## config.mk

```make
export PLATFORM = sky130hd
export DESIGN_NAME = burst_rom_ctrl
export DESIGN_NICKNAME = d
export VERILOG_FILES = /design/src/rtl/burst_rom_pkg.sv /design/src/rtl/brc_wait_cfg.sv /design/src/rtl/brc_seq.sv /design/src/rtl/brc_pins.sv /design/src/rtl/burst_rom_ctrl.sv
export SDC_FILE = /design/constraint.sdc
export NUM_CORES = 1
export LEC_CHECK = 0
export BUFFER_PORTS_ARGS = -buffer_cell sky130_fd_sc_hd__buf_2
export CORE_ASPECT_RATIO = 1.4
export CORE_MARGIN = 4
export CORE_UTILIZATION = 50
export DETAILED_ROUTE_END_ITERATION = 8
export GPL_TIMING_DRIVEN = 1
export PLACE_DENSITY = 0.89
export REMOVE_ABC_BUFFERS = 1
export SYNTH_ARGS = -nofsm -noshare
export SYNTH_HDL_FRONTEND = slang
export SYNTH_SLANG_ARGS = --single-unit
```

## constraint.sdc

```tcl
create_clock -name clk_i -period 5.1 [get_ports clk_i]
set_clock_uncertainty 0.15 [all_clocks]
set_input_delay 0.51 -clock clk_i [delete_from_list [all_inputs] [get_ports clk_i]]
set_output_delay 0.51 -clock clk_i [all_outputs]
set_load 0.01 [all_outputs]
```

## src/rtl/burst_rom_pkg.sv

```systemverilog
package burst_rom_pkg;
  typedef enum logic [1:0] {
    ST_IDLE  = 2'd0,
    ST_FIRST = 2'd1,
    ST_NEXT  = 2'd2
  } brc_state_e;
endpackage

```

## src/rtl/brc_wait_cfg.sv

```systemverilog
module brc_wait_cfg #(
  parameter int          FW_W   = 4,
  parameter int          BW_W   = 2,
  parameter int unsigned FW_RST = 15,
  parameter int unsigned BW_RST = 3
) (
  input  logic            clk_i,
  input  logic            rst_ni,
  input  logic            we_i,
  input  logic [FW_W-1:0] first_wait_i,
  input  logic [BW_W-1:0] burst_wait_i,
  output logic [FW_W-1:0] first_wait_o,
  output logic [BW_W-1:0] burst_wait_o
);
  always_ff @(posedge clk_i or negedge rst_ni) begin
    if (!rst_ni) begin
      first_wait_o <= FW_W'(FW_RST);
      burst_wait_o <= BW_W'(BW_RST);
    end else if (we_i) begin
      first_wait_o <= first_wait_i;
      burst_wait_o <= burst_wait_i;
    end
  end
endmodule

```

## src/rtl/brc_seq.sv

```systemverilog
module brc_seq
  import burst_rom_pkg::*;
#(
  parameter int ADDR_W = 26,
  parameter int DATA_W = 32,
  parameter int SIZE_W = 3,
  parameter int FW_W   = 4,
  parameter int BW_W   = 2
) (
  input  logic              clk_i,
  input  logic              rst_ni,
  input  logic [FW_W-1:0]   first_wait_i,
  input  logic [BW_W-1:0]   burst_wait_i,
  input  logic              req_valid_i,
  output logic              req_ready_o,
  input  logic [ADDR_W-1:0] req_addr_i,
  input  logic [SIZE_W-1:0] req_size_i,
  input  logic              req_write_i,
  input  logic [DATA_W-1:0] req_wdata_i,
  input  logic              mem_wait_i,
  input  logic [DATA_W-1:0] mem_rdata_i,
  output brc_state_e        state_o,
  output logic              wr_o,
  output logic [ADDR_W-1:0] beat_addr_o,
  output logic [DATA_W-1:0] wdata_o,
  output logic              rsp_valid_o,
  output logic [DATA_W-1:0] rsp_data_o,
  output logic              rsp_done_o
);
  localparam int BUS_BYTES = DATA_W / 8;
  localparam int BUS_LG    = $clog2(BUS_BYTES);
  localparam int REM_W     = 2 ** SIZE_W;
  localparam int CNT_W     = (FW_W > BW_W) ? FW_W : BW_W;

  brc_state_e        state_q;
  logic [CNT_W-1:0]  cnt_q;
  logic [REM_W-1:0]  rem_q;
  logic [REM_W-1:0]  beats_m1;
  logic              wr_q;
  logic [ADDR_W-1:0] addr_q;
  logic [DATA_W-1:0] wdata_q;
  logic              beat_end;

  // beats - 1 for the incoming request; writes and narrow reads are single
  always_comb begin
    if (req_write_i || req_size_i <= SIZE_W'(BUS_LG)) beats_m1 = '0;
    else beats_m1 = (REM_W'(1) << (req_size_i - SIZE_W'(BUS_LG))) - REM_W'(1);
  end

  // external wait only stretches the first beat
  always_comb begin
    unique case (state_q)
      ST_FIRST: beat_end = (cnt_q == '0) && !mem_wait_i;
      ST_NEXT:  beat_end = (cnt_q == '0);
      default:  beat_end = 1'b0;
    endcase
  end

  always_ff @(posedge clk_i or negedge rst_ni) begin
    if (!rst_ni) begin
      state_q     <= ST_IDLE;
      cnt_q       <= '0;
      rem_q       <= '0;
      wr_q        <= 1'b0;
      addr_q      <= '0;
      wdata_q     <= '0;
      rsp_valid_o <= 1'b0;
      rsp_data_o  <= '0;
      rsp_done_o  <= 1'b0;
    end else begin
      rsp_valid_o <= 1'b0;
      rsp_done_o  <= 1'b0;
      unique case (state_q)
        ST_IDLE: begin
          if (req_valid_i) begin
            state_q <= ST_FIRST;
            cnt_q   <= CNT_W'(first_wait_i);
            rem_q   <= beats_m1;
            wr_q    <= req_write_i;
            addr_q  <= req_addr_i;
            wdata_q <= req_wdata_i;
          end
        end
        ST_FIRST, ST_NEXT: begin
          if (cnt_q != '0) cnt_q <= cnt_q - CNT_W'(1);
          if (beat_end) begin
            if (!wr_q) begin
              rsp_valid_o <= 1'b1;
              rsp_data_o  <= mem_rdata_i;
            end
            if (rem_q == '0) begin
              state_q    <= ST_IDLE;
              rsp_done_o <= 1'b1;
            end else begin
              state_q <= ST_NEXT;
              rem_q   <= rem_q - REM_W'(1);
              cnt_q   <= CNT_W'(burst_wait_i);
              addr_q  <= addr_q + ADDR_W'(BUS_BYTES);
            end
          end
        end
        default: state_q <= ST_IDLE;
      endcase
    end
  end

  assign req_ready_o = (state_q == ST_IDLE);
  assign state_o     = state_q;
  assign wr_o        = wr_q;
  assign beat_addr_o = addr_q;
  assign wdata_o     = wdata_q;
endmodule

```

## src/rtl/brc_pins.sv

```systemverilog
module brc_pins
  import burst_rom_pkg::*;
#(
  parameter int ADDR_W = 26
) (
  input  logic              clk_i,
  input  logic              rst_ni,
  input  brc_state_e        state_i,
  input  logic              wr_i,
  input  logic [ADDR_W-1:0] beat_addr_i,
  output logic [ADDR_W-1:0] mem_addr_o,
  output logic              mem_cs_no,
  output logic              mem_oe_no,
  output logic              mem_we_no,
  output logic              mem_start_no
);
  logic active;

  // address launched half a cycle after the beat register moves
  always_ff @(negedge clk_i or negedge rst_ni) begin
    if (!rst_ni) mem_addr_o <= '0;
    else         mem_addr_o <= beat_addr_i;
  end

  assign active       = (state_i != ST_IDLE);
  assign mem_cs_no    = !active;
  assign mem_oe_no    = !(active && !wr_i);
  assign mem_we_no    = !(active && wr_i);
  assign mem_start_no = !(state_i == ST_FIRST);
endmodule

```

## src/rtl/burst_rom_ctrl.sv

```systemverilog
module burst_rom_ctrl
  import burst_rom_pkg::*;
#(
  parameter int          ADDR_W = 26,
  parameter int          DATA_W = 32,
  parameter int          SIZE_W = 3,
  parameter int          FW_W   = 4,
  parameter int          BW_W   = 2,
  parameter int unsigned FW_RST = 15,
  parameter int unsigned BW_RST = 3
) (
  input  logic              clk_i,
  input  logic              rst_ni,
  input  logic              cfg_we_i,
  input  logic [FW_W-1:0]   cfg_first_wait_i,
  input  logic [BW_W-1:0]   cfg_burst_wait_i,
  input  logic              req_valid_i,
  output logic              req_ready_o,
  input  logic [ADDR_W-1:0] req_addr_i,
  input  logic [SIZE_W-1:0] req_size_i,
  input  logic              req_write_i,
  input  logic [DATA_W-1:0] req_wdata_i,
  output logic              rsp_valid_o,
  output logic [DATA_W-1:0] rsp_data_o,
  output logic              rsp_done_o,
  output logic [ADDR_W-1:0] mem_addr_o,
  output logic              mem_cs_no,
  output logic              mem_oe_no,
  output logic              mem_we_no,
  output logic              mem_start_no,
  input  logic              mem_wait_i,
  input  logic [DATA_W-1:0] mem_rdata_i,
  output logic [DATA_W-1:0] mem_wdata_o
);
  logic [FW_W-1:0]   first_wait;
  logic [BW_W-1:0]   burst_wait;
  brc_state_e        state;
  logic              wr;
  logic [ADDR_W-1:0] beat_addr;

  brc_wait_cfg #(
    .FW_W(FW_W), .BW_W(BW_W), .FW_RST(FW_RST), .BW_RST(BW_RST)
  ) u_cfg (
    .clk_i        (clk_i),
    .rst_ni       (rst_ni),
    .we_i         (cfg_we_i),
    .first_wait_i (cfg_first_wait_i),
    .burst_wait_i (cfg_burst_wait_i),
    .first_wait_o (first_wait),
    .burst_wait_o (burst_wait)
  );

  brc_seq #(
    .ADDR_W(ADDR_W), .DATA_W(DATA_W), .SIZE_W(SIZE_W), .FW_W(FW_W), .BW_W(BW_W)
  ) u_seq (
    .clk_i        (clk_i),
    .rst_ni       (rst_ni),
    .first_wait_i (first_wait),
    .burst_wait_i (burst_wait),
    .req_valid_i  (req_valid_i),
    .req_ready_o  (req_ready_o),
    .req_addr_i   (req_addr_i),
    .req_size_i   (req_size_i),
    .req_write_i  (req_write_i),
    .req_wdata_i  (req_wdata_i),
    .mem_wait_i   (mem_wait_i),
    .mem_rdata_i  (mem_rdata_i),
    .state_o      (state),
    .wr_o         (wr),
    .beat_addr_o  (beat_addr),
    .wdata_o      (mem_wdata_o),
    .rsp_valid_o  (rsp_valid_o),
    .rsp_data_o   (rsp_data_o),
    .rsp_done_o   (rsp_done_o)
  );

  brc_pins #(.ADDR_W(ADDR_W)) u_pins (
    .clk_i        (clk_i),
    .rst_ni       (rst_ni),
    .state_i      (state),
    .wr_i         (wr),
    .beat_addr_i  (beat_addr),
    .mem_addr_o   (mem_addr_o),
    .mem_cs_no    (mem_cs_no),
    .mem_oe_no    (mem_oe_no),
    .mem_we_no    (mem_we_no),
    .mem_start_no (mem_start_no)
  );
endmodule

```

==> impl_metrics.yaml <==
worst_setup_path:
  r2r_end: "u_pins.mem_addr_o[21]"
  rrSetupSlack_ps: 1690
  crit_fanout: 1
  slowest_delay_ps: 400
  worstPathRequired_ps: 4440
  crit_arrival_ps: 3470
  worst-path-buf-inv: 1
  cp_num_cells: 1
  crit_type: "reg -> out"
  cpMaxStageDelayCell: "dfrtn_1"
  cp-endpoint: "mem_addr_o[15]"
  crit_start: "u_pins.mem_addr_o[15]"
  path_cells: "buf_2"
  cp_top_family: "flip-flops"
  r2r_cells: 0
  cp-start-kind: "flip-flop"
  reg2reg_from: "u_seq.beat_addr_o[21]"
  critPathCaptureType: "output port"
placed_design:
  hpwlAfterDp_um: 12100
  place.port_buffers: 201
  post_dp_cell_area_sq_mm: 0.00721
  gp_congestion: 0.828
detailed_routing:
  firstDrtPassIters: 5
  drtAntennaViolNets: 0
  vias_per_cell: 5.72
  vias: 4991
  routedWlPerCell_um: 19.2
  route.detailed.drc: 0
  drt_iter0_markers: 246
  wirelength_um: 16700
sta:
  hold_viol: 5
  setup_viol: 0
  setup_tns_ps: 0
  worst_pin_slew_ps: 1330
  maxSlewHeadroom_pct: 11.0
  slew_violations: 0
  whs_ps: -17.0
  rsz0062_at_grt: "no"
yosys:
  ys_seq_area_share_pct: 57.4
  synthAdderAreaFrac_pct: 2.27
  synth_top_area_share_pct: 44.1
  yosys_warnings: 0
  synthArstFlopShare_pct: 100
  ys_types: 56
  synth_xor_area_share_pct: 0.144
  yosys.area.top_type: "dfrtp_1"
  synth_area_leaders: "dfrtp_1 44%, mux2_2 13%, dfrtn_1 11%"
  synth_area_sq_mm: 0.00607
  synth_top_family_by_area: "multiplexers"
  avgSynthCellArea_sq_um: 11.9
  synth_compound_area_share_pct: 11.9
  yosys_register_bits: 139
  yosys.area_share.simple_pct: 11.6
  synth-edff-count: 0
  ys.flop_type: "dfrtp_1"
  netlist_instances: 510
  synth_mux_area_share_pct: 13.5
pwr:
  max-vdd-ir-drop_uv: 248
  p_int_uw: 3220
  netSwitchingFraction_pct: 38.1
  leakage_uw: 0.00381
  power_frac_clock_pct: 23.0
  p_per_area_mw_per_mm2: 668
  p_seq_share_pct: 37.0
  power.net_switching_uw: 1980
  combPwrFrac_pct: 40.0
cts:
  cts_setup_buffers: 0
  cts_hold_buf: 0
  cts.sinks: 139
  cts_tree: "yes"
  htree_levels: 4
  cts_made_buffers: 17
  clk_latency_ps: 410
  cts_root_buf: "clkbuf_16"
  clockBufferDepth: 2
  cts_resized: 0
  clkTransAtPathRegs_ps: 60
grt:
  grt_pass1_wl_um: 26600
  gr-usage-all-layers_pct: 24.0
  grt_antenna_before_repair: 0
  overflow: 0
  grt_max_degree: 90
  first_global_vias: 5253
floorplanning:
  start_util_pct: 51.1
  ios: 202
  rows: 47
  fp.dieW_um: 101
  core_sq_mm: 0.0119
  die_h_um: 138
  die_area_sq_mm: 0.0140
worst_hold_path:
  hold_class: "in -> async"
outcome:
  status: "complete, but fails checks"
  violations: "hold timing"
cells_and_area:
  diodes: 0
  final_area_sq_mm: 0.00779
  layout_common_cells: "200 x buf_2, 107 x dfrtp_1, 69 x mux2_2"
  layout_commonest_cell: "buf_2"
  num-nets-final: 828
  syn2layout_area_growth_pct: 28.2
  drive_above_1_share_pct: 45.2
run:
  drv_cap: 0
==> layout make-up <==
cell class                 count  area [sq um]
clock buffer                  18           429
clock inverter                14           145
fill                         930          4090
inverter                      14          52.6
multi-input combinational    328          2400
sequential                   139          3490
tap                          147           184
timing repair buffer         212          1090
==> sequential cells by signal (all words and copies together) (netlist names), 2 cells and up <==
register	cells
u_seq.rsp_data_o	32
u_seq.wdata_o	32
u_pins.mem_addr_o	26
u_seq.beat_addr_o	26
u_seq.rem_q	8
u_cfg.first_wait_o	4
u_seq.cnt_q	4
u_cfg.burst_wait_o	2
u_seq.state_o	2
==> cells by family after synthesis <==
| group | after synthesis |
|---|---|
| flip-flops | 139 |
| AND/OR/NAND/NOR | 133 |
| AO/OA/AOI/OAI | 111 |
| multiplexers | 72 |
| buffers and inverters | 43 |
| adder cells (fa/ha/maj) | 11 |
| XOR/XNOR | 1 |
==> worst min-delay path by stage <==
stage / slack [ps] / endpoint / cells after the start
3_5_place_dp: 340 / u_seq.wdata_o[22] / 1
3_3_place_gp: 330 / u_seq.wdata_o[5] / 1
4_1_cts: 40 / u_seq.wdata_o[11] / 1
5_1_grt: 70 / u_seq.rem_q[7] / 1
2_1_floorplan: 60 / u_seq.beat_addr_o[0] / 0
6_report: -20 / u_seq.cnt_q[2] / 1
==> per-stage QoR <==
stage / instances / utilization (%) / worst slack (ps) / power (uW)
detailed placement: 840 / 60.7 / 1320 / 4010
global placement: 840 / 60.7 / 1350 / 3880
global route: 872 / 65.6 / 940 / 5540
CTS: 872 / 65.6 / 956 / 5230
floorplan: 481 / - / 1480 / 3130
finish: 872 / 65.6 / 971 / 5210
==> cells in the mapped netlist (2+ instances only) <==
master,instances
a211oi_1,4
a21oi_1,30
a221o_1,2
a22o_1,2
a22oi_1,3
a2bb2oi_1,3
a311oi_1,3
a31o_2,2
a31oi_1,5
a41oi_1,3
and2_1,4
and3_1,9
and4_1,5
buf_1,4
buf_2,4
buf_6,4
clkbuf_1,16
dfrtn_1,26
dfrtp_1,107
dfstp_2,6
ha_1,11
inv_1,14
mux2_2,69
mux2_4,2
nand2_1,39
nand2b_1,5
nand3_1,10
nand4_1,7
nor2_1,19
nor2b_1,2
nor3_1,12
nor3b_1,2
nor4_1,4
o211ai_1,3
o21ai_0,24
o22a_1,6
o22ai_1,9
o31ai_1,2
o41ai_1,3
or3_1,9
==> power by group through the flow <==
| stage | sequential, uW | clock [uW] | combinational (uW) |
|---|---|---|---|
| 6_report | 1930 | 1200 | 2080 |
| 5_1_grt | 1990 | 1270 | 2290 |
| 4_1_cts | 1920 | 1210 | 2100 |
| 3_5_place_dp | 1930 | 0 | 2080 |
| 3_3_place_gp | 1890 | 0 | 2000 |
| 2_1_floorplan | 2030 | 0 | 1100 |
==> routing by layer <==
metal  vias to the layer above  track usage (%)  part of all wire (%)
met3                        40             4.44                   6.9
met2                       252             44.1                    55
met1                      2434             26.7                    35
met5                         -                0                     0
li1                       2265                -                     -
met4                         0             9.10                   2.7
No activity file was read; power rests on OpenSTA's default activity.
